[src/rtl/irqc_pkg.sv]
package irqc_pkg;
  localparam int STATUS_W = 16;
  localparam int IE_BIT   = 4;
  localparam int LVL_LO   = 8;
  localparam int LVL_W    = 4;

  typedef struct packed {
    logic push;     // acceptance: save status, raise level
    logic pop;      // return: restore saved status
    logic swWrite;  // software status load
    logic clrFlag;  // clear the accepted source's flag
  } ctrlStrobe_t;
endpackage

[src/rtl/irqc_resolver.sv]
module irqc_resolver #(
  parameter int NUM_SRC = 8,
  parameter int PRIO_W  = 3,
  localparam int IDX_W  = $clog2(NUM_SRC)
) (
  input  logic [NUM_SRC-1:0]        pending,
  input  logic [NUM_SRC*PRIO_W-1:0] prioFlat,
  output logic                      winValid,
  output logic [IDX_W-1:0]          winIdx,
  output logic [PRIO_W-1:0]         winPrio
);
  // Strictly-greater replacement keeps the lowest index on a tie.
  always_comb begin
    winValid = 1'b0;
    winIdx   = '0;
    winPrio  = '0;
    for (int i = 0; i < NUM_SRC; i++) begin
      if (pending[i] && (!winValid || prioFlat[i*PRIO_W +: PRIO_W] > winPrio)) begin
        winValid = 1'b1;
        winIdx   = IDX_W'(i);
        winPrio  = prioFlat[i*PRIO_W +: PRIO_W];
      end
    end
  end
endmodule

[src/rtl/irqc_ctrl.sv]
module irqc_ctrl
  import irqc_pkg::*;
#(
  parameter int NUM_SRC = 8,
  parameter int PRIO_W  = 3,
  parameter int VEC_W   = 8,
  parameter logic [VEC_W-1:0] VEC_BASE = 8'h40,
  localparam int IDX_W  = $clog2(NUM_SRC)
) (
  input  logic               clk,
  input  logic               rstN,
  input  logic               winValid,
  input  logic [IDX_W-1:0]   winIdx,
  input  logic [PRIO_W-1:0]  winPrio,
  input  logic               statusIe,
  input  logic [LVL_W-1:0]   statusLevel,
  input  logic               irqAck,
  input  logic               retStrobe,
  input  logic               statusWe,
  output ctrlStrobe_t        strobes,
  output logic [IDX_W-1:0]   accIdx,
  output logic [PRIO_W-1:0]  accPrio,
  output logic               irqReq,
  output logic [VEC_W-1:0]   irqVector
);
  logic reqQ;
  logic [IDX_W-1:0]  idxQ;
  logic [PRIO_W-1:0] prioQ;
  logic reqCond;
  logic ackTaken;

  assign reqCond  = winValid && statusIe && (LVL_W'(winPrio) > statusLevel);
  assign ackTaken = irqAck && reqQ && !retStrobe;

  always_ff @(posedge clk or negedge rstN) begin
    if (!rstN) begin
      reqQ  <= 1'b0;
      idxQ  <= '0;
      prioQ <= '0;
    end else begin
      reqQ  <= reqCond && !ackTaken;
      idxQ  <= winIdx;
      prioQ <= winPrio;
    end
  end

  always_comb begin
    strobes.pop     = retStrobe;
    strobes.push    = ackTaken;
    strobes.clrFlag = ackTaken;
    strobes.swWrite = statusWe && !retStrobe && !ackTaken;
  end

  assign accIdx    = idxQ;
  assign accPrio   = prioQ;
  assign irqReq    = reqQ;
  assign irqVector = VEC_BASE + VEC_W'(idxQ);


  ack_drop_chk: assert property (@(posedge clk) disable iff (!rstN)
    irqAck && irqReq && !retStrobe |=> !irqReq);

  req_needs_ie_chk: assert property (@(posedge clk) disable iff (!rstN)
    $rose(irqReq) |-> $past(statusIe));

  level_gate_chk: assert property (@(posedge clk) disable iff (!rstN)
    $rose(irqReq) |-> $past(LVL_W'(winPrio) > statusLevel));

  ret_wins_chk: assert property (@(posedge clk) disable iff (!rstN)
    retStrobe |-> !strobes.push && !strobes.swWrite);
endmodule

[src/rtl/irqc_datapath.sv]
module irqc_datapath
  import irqc_pkg::*;
#(
  parameter int NUM_SRC     = 8,
  parameter int PRIO_W      = 3,
  parameter int STACK_DEPTH = 4,
  localparam int IDX_W      = $clog2(NUM_SRC),
  localparam int PTR_W      = $clog2(STACK_DEPTH),
  localparam int CNT_W      = $clog2(STACK_DEPTH + 1)
) (
  input  logic                      clk,
  input  logic                      rstN,
  input  ctrlStrobe_t               strobes,
  input  logic [IDX_W-1:0]          accIdx,
  input  logic [PRIO_W-1:0]         accPrio,
  input  logic [NUM_SRC-1:0]        srcEvent,
  input  logic [NUM_SRC-1:0]        swTrigger,
  input  logic [NUM_SRC-1:0]        flagClr,
  input  logic                      enWe,
  input  logic [NUM_SRC-1:0]        enData,
  input  logic                      prioWe,
  input  logic [IDX_W-1:0]          prioSel,
  input  logic [PRIO_W-1:0]         prioData,
  input  logic [STATUS_W-1:0]       statusData,
  output logic [NUM_SRC-1:0]        pending,
  output logic [NUM_SRC*PRIO_W-1:0] prioFlat,
  output logic [STATUS_W-1:0]       statusQ,
  output logic                      stackErr
);
  logic [NUM_SRC-1:0] flagQ;
  logic [NUM_SRC-1:0] enQ;
  logic [NUM_SRC-1:0] ackMask;
  logic [STATUS_W-1:0] saveMem [STACK_DEPTH];
  logic [CNT_W-1:0] depthQ;
  logic stackFull, stackEmpty;
  logic [STATUS_W-1:0] enteredStatus;

  assign ackMask    = strobes.clrFlag ? (NUM_SRC'(1) << accIdx) : '0;
  assign pending    = flagQ & enQ;
  assign stackFull  = (depthQ == CNT_W'(STACK_DEPTH));
  assign stackEmpty = (depthQ == '0);

  always_comb begin
    enteredStatus = statusQ;
    enteredStatus[IE_BIT] = 1'b0;
    enteredStatus[LVL_LO +: LVL_W] = LVL_W'(accPrio);
  end

  // Set beats clear so an event landing with its own clear is kept.
  always_ff @(posedge clk or negedge rstN) begin
    if (!rstN) begin
      flagQ <= '0;
      enQ   <= '0;
    end else begin
      flagQ <= (flagQ & ~flagClr & ~ackMask) | srcEvent | swTrigger;
      if (enWe) enQ <= enData;
    end
  end

  for (genvar g = 0; g < NUM_SRC; g++) begin : gPrio
    logic [PRIO_W-1:0] prioQ;
    always_ff @(posedge clk or negedge rstN) begin
      if (!rstN) prioQ <= '0;
      else if (prioWe && prioSel == IDX_W'(g)) prioQ <= prioData;
    end
    assign prioFlat[g*PRIO_W +: PRIO_W] = prioQ;
  end

  always_ff @(posedge clk or negedge rstN) begin
    if (!rstN) begin
      statusQ  <= '0;
      depthQ   <= '0;
      stackErr <= 1'b0;
      for (int i = 0; i < STACK_DEPTH; i++) saveMem[i] <= '0;
    end else if (strobes.pop) begin
      if (stackEmpty) stackErr <= 1'b1;
      else begin
        statusQ <= saveMem[PTR_W'(depthQ - 1'b1)];
        depthQ  <= depthQ - 1'b1;
      end
    end else if (strobes.push) begin
      if (stackFull) stackErr <= 1'b1;
      else begin
        saveMem[PTR_W'(depthQ)] <= statusQ;
        depthQ  <= depthQ + 1'b1;
        statusQ <= enteredStatus;
      end
    end else if (strobes.swWrite) begin
      statusQ <= statusData;
    end
  end


  err_sticky_chk: assert property (@(posedge clk) disable iff (!rstN)
    stackErr |=> stackErr);

  pop_empty_chk: assert property (@(posedge clk) disable iff (!rstN)
    strobes.pop && stackEmpty |=> stackErr && $stable(statusQ));

  push_clears_ie_chk: assert property (@(posedge clk) disable iff (!rstN)
    strobes.push && !stackFull |=> !statusQ[IE_BIT]);

  push_full_chk: assert property (@(posedge clk) disable iff (!rstN)
    strobes.push && stackFull |=> $stable(statusQ));
endmodule

[src/rtl/irq_level_ctrl.sv]
module irq_level_ctrl
  import irqc_pkg::*;
#(
  parameter int NUM_SRC     = 8,
  parameter int PRIO_W      = 3,
  parameter int STACK_DEPTH = 4,
  parameter int VEC_W       = 8,
  parameter logic [VEC_W-1:0] VEC_BASE = 8'h40,
  localparam int IDX_W      = $clog2(NUM_SRC)
) (
  input  logic                clk,
  input  logic                rstN,
  input  logic [NUM_SRC-1:0]  srcEvent,
  input  logic [NUM_SRC-1:0]  swTrigger,
  input  logic [NUM_SRC-1:0]  flagClr,
  input  logic                enWe,
  input  logic [NUM_SRC-1:0]  enData,
  input  logic                prioWe,
  input  logic [IDX_W-1:0]    prioSel,
  input  logic [PRIO_W-1:0]   prioData,
  input  logic                statusWe,
  input  logic [STATUS_W-1:0] statusData,
  input  logic                irqAck,
  input  logic                retStrobe,
  output logic                irqReq,
  output logic [VEC_W-1:0]    irqVector,
  output logic [STATUS_W-1:0] statusWord,
  output logic                stackErr
);
  ctrlStrobe_t strobes;
  logic [NUM_SRC-1:0] pending;
  logic [NUM_SRC*PRIO_W-1:0] prioFlat;
  logic winValid;
  logic [IDX_W-1:0] winIdx, accIdx;
  logic [PRIO_W-1:0] winPrio, accPrio;
  logic [STATUS_W-1:0] statusQ;

  irqc_resolver #(.NUM_SRC(NUM_SRC), .PRIO_W(PRIO_W)) u_resolver (
    .pending(pending), .prioFlat(prioFlat),
    .winValid(winValid), .winIdx(winIdx), .winPrio(winPrio));

  irqc_ctrl #(.NUM_SRC(NUM_SRC), .PRIO_W(PRIO_W), .VEC_W(VEC_W), .VEC_BASE(VEC_BASE)) u_ctrl (
    .clk(clk), .rstN(rstN), .winValid(winValid), .winIdx(winIdx), .winPrio(winPrio),
    .statusIe(statusQ[IE_BIT]), .statusLevel(statusQ[LVL_LO +: LVL_W]),
    .irqAck(irqAck), .retStrobe(retStrobe), .statusWe(statusWe),
    .strobes(strobes), .accIdx(accIdx), .accPrio(accPrio),
    .irqReq(irqReq), .irqVector(irqVector));

  irqc_datapath #(.NUM_SRC(NUM_SRC), .PRIO_W(PRIO_W), .STACK_DEPTH(STACK_DEPTH)) u_datapath (
    .clk(clk), .rstN(rstN), .strobes(strobes), .accIdx(accIdx), .accPrio(accPrio),
    .srcEvent(srcEvent), .swTrigger(swTrigger), .flagClr(flagClr),
    .enWe(enWe), .enData(enData), .prioWe(prioWe), .prioSel(prioSel), .prioData(prioData),
    .statusData(statusData), .pending(pending), .prioFlat(prioFlat),
    .statusQ(statusQ), .stackErr(stackErr));

  assign statusWord = statusQ;
endmodule

[config.mk]
export PLATFORM = sky130hd
export DESIGN_NAME = irq_level_ctrl
export DESIGN_NICKNAME = d
export VERILOG_FILES = /design/src/rtl/irqc_pkg.sv /design/src/rtl/irqc_resolver.sv /design/src/rtl/irqc_ctrl.sv /design/src/rtl/irqc_datapath.sv /design/src/rtl/irq_level_ctrl.sv
export SDC_FILE = /design/constraint.sdc
export NUM_CORES = 1
export LEC_CHECK = 0
export ABC_AREA = 1
export BUFFER_PORTS_ARGS = -buffer_cell sky130_fd_sc_hd__buf_4
export CORE_MARGIN = 4
export CORE_UTILIZATION = 53
export CTS_BUF_LIST = sky130_fd_sc_hd__clkbuf_16
export DETAILED_ROUTE_END_ITERATION = 7
export PLACE_DENSITY = 0.74
export RECOVER_POWER = 50
export SKIP_LAST_GASP = 1
export SLEW_MARGIN = 20
export SYNTH_ARGS = -nofsm -noshare
export SYNTH_HDL_FRONTEND = slang
export SYNTH_HIERARCHICAL = 1
export SYNTH_SLANG_ARGS = --single-unit
export TNS_END_PERCENT = 100
[constraint.sdc]
create_clock -name clk -period 7.2 [get_ports clk]
set_input_delay 1.44 -clock clk [delete_from_list [all_inputs] [get_ports clk]]
set_output_delay 1.44 -clock clk [all_outputs]
set_load 0.005 [all_outputs]
==> run metrics, run 1 <==
status complete, but fails checks; failing checks max-capacitance violations, max-slew violations, negative setup slack; CTS Buf Count 17; cell leakage power 4.93 nW; Yosys cell types 34; clock latency on the worst-skew pair 0.42 ns; DR WL met2 9360 um; area of the multi-input gates 3760 sq um; synth cell count leaders nand2_1, inv_1, dfrtp_1; Final Hold Fails 0; Peak VDD IR 482 uV; Max Cap Violations 3; layout cell share with drive strength beyond 1 0.274; startpoint class of the critical path flip-flop; Core Region 13300 sq um; DRT iter0 DRCs 712; vias in the first global route 6459; Row Count 42; grt ovf 0; IO Pins 87; dpl ws -0.672 ns; vias per inst about 5.2; Mapped Area ~7200 sq um; Clock Skews 0.00812 ns; global-route wire length before repair approximately 32000 um; setup_tns -4.65 ns; worst hold margin 0.485 ns; final period utilization 1.15; critical path type flip-flop to flip-flop; fill count 1002; Syn Inst Count 970; Area Overhead vs Synth 32.0%; Root Driver clkbuf_16; Initial Util 0.545; CTS Buffer Depth 2; CP max-delay cell dfrtp_1; WL per Instance 15.7 um; drt total wl between 20000 and 25000 um; Final Non-Filler Cells 1302; DP Area 8270 sq um; Yosys reg bits roughly 130; synth warn 6; Seq. cell area 3280 sq um; most frequent cell after synthesis nand2_1; M1 WL 9160 um; critical-path maximum fanout 7; Synth Area per Inst 7.46 sq um; fmax 0.121 GHz; largest net degree at the start of global routing 72; DR vias 6835; Slew @ Worst Pin 3.39 ns; fin util 0.719; drt first pass iters 5; Overall Global Routing Usage 0.248; minimum clock period a little over 8 ns; Worst setup EP type flip-flop; Die H 125 um; Slew Limit Headroom -1.26; post-DP HPWL 11700 um; Die Footprint about 16000 sq um; prevailing post-synth register cell dfrtp_1; IO buf count 81; biggest cell delay along the critical path 0.34 ns; CTS Sinks 131; RSZ-0062 raised after global routing true; clock transition at the registers of the reported paths 0.05 ns; # setup viols final 7; number of synthesized flops with an enable pin 0; cell count after placement 1230; Net count, final 1203; DR WL met3 about 1500 um; Area contributors post-synth dfrtp_1, nand2_1, inv_1, ha_1, nand3_1; post-synth top area share 0.453; highest layer used for signal routing met4; count of inserted antenna diode cells 0; reg2reg path depth 67; initial antenna violation count 0; most frequent cell on the critical path nand2_1; post-synth top area cell dfrtp_1; Power, Total 4.03 mW; Die W ~120 um; Design Area, Final 9560 sq um; GP Congestion 0.853; required time worst endpoint 7.55 ns; Final WS setup -1.07 ns; power density over the cells ~420 nW/um^2; Seq/Total Area, Yosys 0.453; H-tree depth 4; Post-DRT Antenna Nets 0; Arr. time, crit path 8.62 ns; ys async rst share 1.00; Hold Path Stages 2; CTS tree built; max-slew violation count 174; DRC errors left 0; worst hold-check path type flip-flop to flip-flop
power by group:
part	switching [mW]	total, mW	internal, mW
clock network	0.304	0.761	0.457
registers	0.150	1.09	0.943
logic	1.20	2.18	0.976
total	1.65	4.03	2.38
layout by cell type, fill, tap and decap left out, types with 2 or more instances in the layout:
cell type / Yosys / layout
a21oi_1: 37 / 30
a21oi_2: 1 / 7
and2_4: 0 / 9
buf_4: 12 / 133
buf_6: 0 / 3
clkbuf_1: 8 / 5
clkbuf_16: 0 / 17
clkbuf_4: 0 / 21
clkinv_1: 1 / 6
clkinv_2: 1 / 3
conb_1: 2 / 5
dfrtp_1: 131 / 131
ha_1: 29 / 9
ha_4: 0 / 20
inv_1: 146 / 145
inv_2: 2 / 7
mux2_2: 8 / 8
nand2_1: 311 / 276
nand2_2: 6 / 28
nand2_4: 1 / 14
nand3_1: 66 / 51
nand3_2: 3 / 15
nand3_4: 0 / 3
nor2_1: 50 / 50
nor2_2: 3 / 3
o211ai_1: 8 / 8
o21ai_0: 34 / 27
o21ai_1: 64 / 67
o21ai_2: 1 / 5
or2_1: 3 / 2
or2_4: 0 / 3
or3_4: 2 / 2
xor2_1: 3 / 3
cell type report:
type / instances / share of cell area
flip-flops and latches: 131 / 0.343
multi-input cells: 650 / 0.393
inverters: 150 / 0.0602
repair buffers: 163 / 0.127
clock buffers: 17 / 0.0445
well taps: 176 / 0.0230
clock inverters: 15 / 0.00903
repair_timing:
action                                  in CTS  in global routing
setup buffers                               29                 14
pin swaps                                   49                 35
hold buffers                                 0                  0
resized for setup                           49                 56
endpoints found under the setup margin       7                  7
final timing paths:
kind                                          end                   start  slack [ns]
setup / recovery                    u_ctrl/irqReq     u_datapath/flagQ[0]       -1.07
hold / removal             u_datapath/saveMem[43]  u_datapath/saveMem[43]        0.48
setup reg to reg                    u_ctrl/irqReq     u_datapath/flagQ[0]       -1.07
hold reg to reg            u_datapath/saveMem[43]  u_datapath/saveMem[43]        0.48
max in group asynchronous  u_datapath/saveMem[43]                    rstN        1.96
min in group asynchronous       u_datapath/enQ[2]                    rstN        2.16
registers in the layout, indices dropped and copies added, names as in the netlist:
signal,count
u_datapath/statusQ,16
u_ctrl/accPrio,3
u_datapath/enQ,8
u_datapath/depthQ,3
u_ctrl/accIdx,3
u_datapath/flagQ,8
u_datapath/saveMem,64
u_ctrl/irqReq,1
u_datapath/gPrio.prioQ,24
u_datapath/stackErr,1
cells by family (layout without fill, tap and decap cells):
family / count (synthesis) / in the layout / share of synthesized area
muxes: 8 / 8 / 0.0124
and+or+nand+nor: 458 / 458 / 0.264
xor gates and xnor gates: 3 / 3 / 0.00363
adders and majority gates: 29 / 29 / 0.0501
buffers and inverters: 192 / 345 / 0.110
AOI/OAI and AO/OA: 147 / 147 / 0.106
DFF: 131 / 131 / 0.453
other: 2 / 5 / 0.00104
worst max-delay path, delay by kind of cell (launching register included):
kind | cells | cell delay, ns
DFF | 1 | 0.34
AOI/OAI and AO/OA | 11 | 1.29
and+or+nand+nor | 42 | 3.97
adders and majority gates | 8 | 2.00
buffers and inverters | 6 | 0.64
metal layers:
layer  vias up  global-route usage
met4         0              0.0689
met5         -                   0
li1       3296                   -
met1      3209               0.344
met2       277               0.383
met3        53              0.0686
(Power assumes the default switching activity.)
==> run 2, diff against run 1 <==
- ABC_AREA: 1 -> default
==> run 2 against run 1 <==
Compared with the run above: the run still ends with max-capacitance violations, max-slew violations, negative setup slack left; die area is 2.2% lower; count of clock-buffer cells in the layout stayed put; largest power group unchanged; cell count is 30% lower; critical path depth is 17 lower; global-route usage hardly changed; final area is 1.7% lower; sequential share of layout area is 0.59 points higher; register-to-register slack worse by 1.1 ns; combinational power is 5% lower; sequential cell count stayed put; routed wire length is 9.4% lower.
==> run metrics, run 2 <==
grt ovf 0; Core Region between 10000 and 15000 sq um; number of synthesized flops with an enable pin 0; DRT iter0 DRCs roughly 340; Root Driver clkbuf_16; startpoint class of the critical path flip-flop; Yosys reg bits between 100 and 150; Design Area, Final approximately 9400 sq um; critical path type flip-flop to flip-flop; failing checks max-capacitance violations, max-slew violations, negative setup slack; IO buf count 81; worst hold-check path type flip-flop to flip-flop; GP Congestion 0.883; Syn Inst Count 564; Post-DRT Antenna Nets 0; status complete, but fails checks; post-synth top area share 0.464; clock latency on the worst-skew pair ~0.42 ns; synth cell count leaders dfrtp_1, mux2_2, inv_1; # setup viols final 7; reg-to-reg endpoint u_ctrl/irqReq; CTS Buf Count 17; Worst setup EP type flip-flop; Yosys cell types 65; drt total wl ~19000 um; DR vias 5346; critical-path maximum fanout 8; synth warn 6; Initial Util 0.551; Die W 123 um; fin util 0.733; Slew @ Worst Pin 3.17 ns; Final WS setup -2.16 ns; initial antenna violation count 0; vias in the first global route 5698; post-synth top area cell dfrtp_1; Largest regs u_datapath/saveMem (64), u_datapath/gPrio.prioQ (24), u_datapath/statusQ (16); reg2reg path depth 50; minimum clock period 9.36 ns; cell leakage power 4.42 nW; Final Hold Fails 0; worst setup path end u_ctrl/irqReq; Die H 123 um; Arr. time, crit path slightly below 10 ns; max reg flops 64; DP Area slightly above 8000 sq um; Power, Total between 3 and 4 mW; Hold Path Stages 1; count of inserted antenna diode cells 0; biggest cell delay along the critical path 0.38 ns; CP max-delay cell dfrtp_1; drt first pass iters 5; required time worst endpoint ~7.5 ns; vias per inst 5.83; Area Overhead vs Synth 32.9%; final period utilization 1.30; power density over the cells 419 nW/um^2; Seq/Total Area, Yosys 0.464; Area contributors post-synth dfrtp_1, mux2_2, ha_1, mux4_2, inv_1; max-slew violation count between 90 and 100; clock transition at the registers of the reported paths 0.06 ns; RSZ-0062 raised after global routing true; CTS Sinks 131; most frequent cell on the critical path ha_4; H-tree depth 4; ys async rst share 1.00; IO Pins 87; layout cell share with drive strength beyond 1 0.546; crit path from u_datapath/enQ[0]; Max Cap Violations 2; Synth Area per Inst 12.5 sq um; Mapped Area 7070 sq um; Peak VDD IR 347 uV; most frequent cell after synthesis dfrtp_1; Net count, final 822; largest net degree at the start of global routing between 70 and 80; setup_tns -11.57 ns; Most flops, register u_datapath/saveMem; Slew Limit Headroom -1.11; FF-to-FF setup slack -2.16 ns; CTS tree built; commonest non-fill, non-tap cell in the layout buf_4; DRC errors left 0; fmax 0.107 GHz; prevailing post-synth register cell dfrtp_1; global-route wire length before repair 28800 um; fill count 855; CTS Buffer Depth 2; post-DP HPWL roughly 12000 um; Die Footprint between 15000 and 20000 sq um; commonest non-fill, non-tap cells in the layout buf_4, dfrtp_1, mux2_2; Clock Skews 0.0105 ns; RR Startpoint u_datapath/enQ[0]; WL per Instance ~20 um; Overall Global Routing Usage 0.248; Row Count 41
-- run 2: changes by cell type after synthesis, sizes merged, moves of 12 or more --
cell | previous run | this run
inv | 148 | 32
nor2 | 53 | 12
a22o | 0 | 12
a21oi | 38 | 13
mux4 | 0 | 13
nand2 | 318 | 21
mux2 | 8 | 116
o21ai | 99 | 11
nand3 | 69 | 8
-- run 2: how the worst min path moves through the flow --
stage / end / start
2_1_floorplan: u_datapath/stackErr / u_datapath/stackErr
3_3_place_gp: u_datapath/saveMem[25] / u_datapath/saveMem[25]
3_5_place_dp: u_datapath/enQ[5] / u_datapath/enQ[5]
4_1_cts: u_datapath/enQ[5] / u_datapath/enQ[5]
5_1_grt: u_datapath/saveMem[43] / u_datapath/saveMem[43]
6_report: u_datapath/enQ[5] / u_datapath/enQ[5]
-- run 2: routing by layer --
layer,vias up,GRT usage,wire (um)
met5,-,0,0
met4,0,0.100,420
met3,31,0.0439,804
met2,178,0.430,9780
met1,2712,0.305,7570
li1,2425,-,-
-- run 2: cell families after synthesis --
logic type                 Yosys count  share of synthesized area
muxes                              135                      0.235
DFF                                131                      0.464
and+or+nand+nor                    109                     0.0974
AOI/OAI and AO/OA                   93                      0.102
buffers and inverters               62                     0.0451
adders and majority gates           29                     0.0513
xor gates and xnor gates             3                    0.00372
other                                2                    0.00106
-- run 2: power by group --
group | internal [mW] | switching, mW | total (mW)
clock | 0.506 | 0.333 | 0.839
sequential | 0.880 | 0.146 | 1.03
combinational | 1.16 | 0.915 | 2.07
-- run 2: layout make-up --
type | count | area [sq um] | area share
tap | 172 | 215 | 0.0229
clock buffer | 17 | 425 | 0.0453
timing repair buffer | 176 | 1330 | 0.141
inverter | 32 | 120 | 0.0128
clock inverter | 15 | 143 | 0.0152
sequential | 131 | 3280 | 0.349
multi-input combinational | 374 | 3880 | 0.414
-- run 2: repair_timing --
action,CTS,global route
hold buffers,0,0
setup endpoints to repair,7,7
gates resized for setup,23,25
pin swaps,38,37
setup buffers,32,11
-- run 2: worst max-delay path, delay by kind of cell, from the launching register on --
family | cells | cell delay [ns]
AOI/OAI and AO/OA | 21 | 3.86
adders and majority gates | 8 | 2.16
and+or+nand+nor | 15 | 1.82
buffers and inverters | 4 | 0.53
muxes | 2 | 0.50
DFF | 1 | 0.38
-- run 2: metrics by stage --
| stage | hold WS [ns] | worst slack [ns] | instances |
|---|---|---|---|
| 6_report | 0.495 | -2.16 | 917 |
| 5_1_grt | 0.516 | -2.55 | 917 |
| 4_1_cts | 0.501 | -1.73 | 907 |
| 3_5_place_dp | 0.488 | -2.09 | 843 |
| 3_3_place_gp | 0.481 | -1.69 | 843 |
| 2_1_floorplan | 0.464 | -1.54 | 567 |
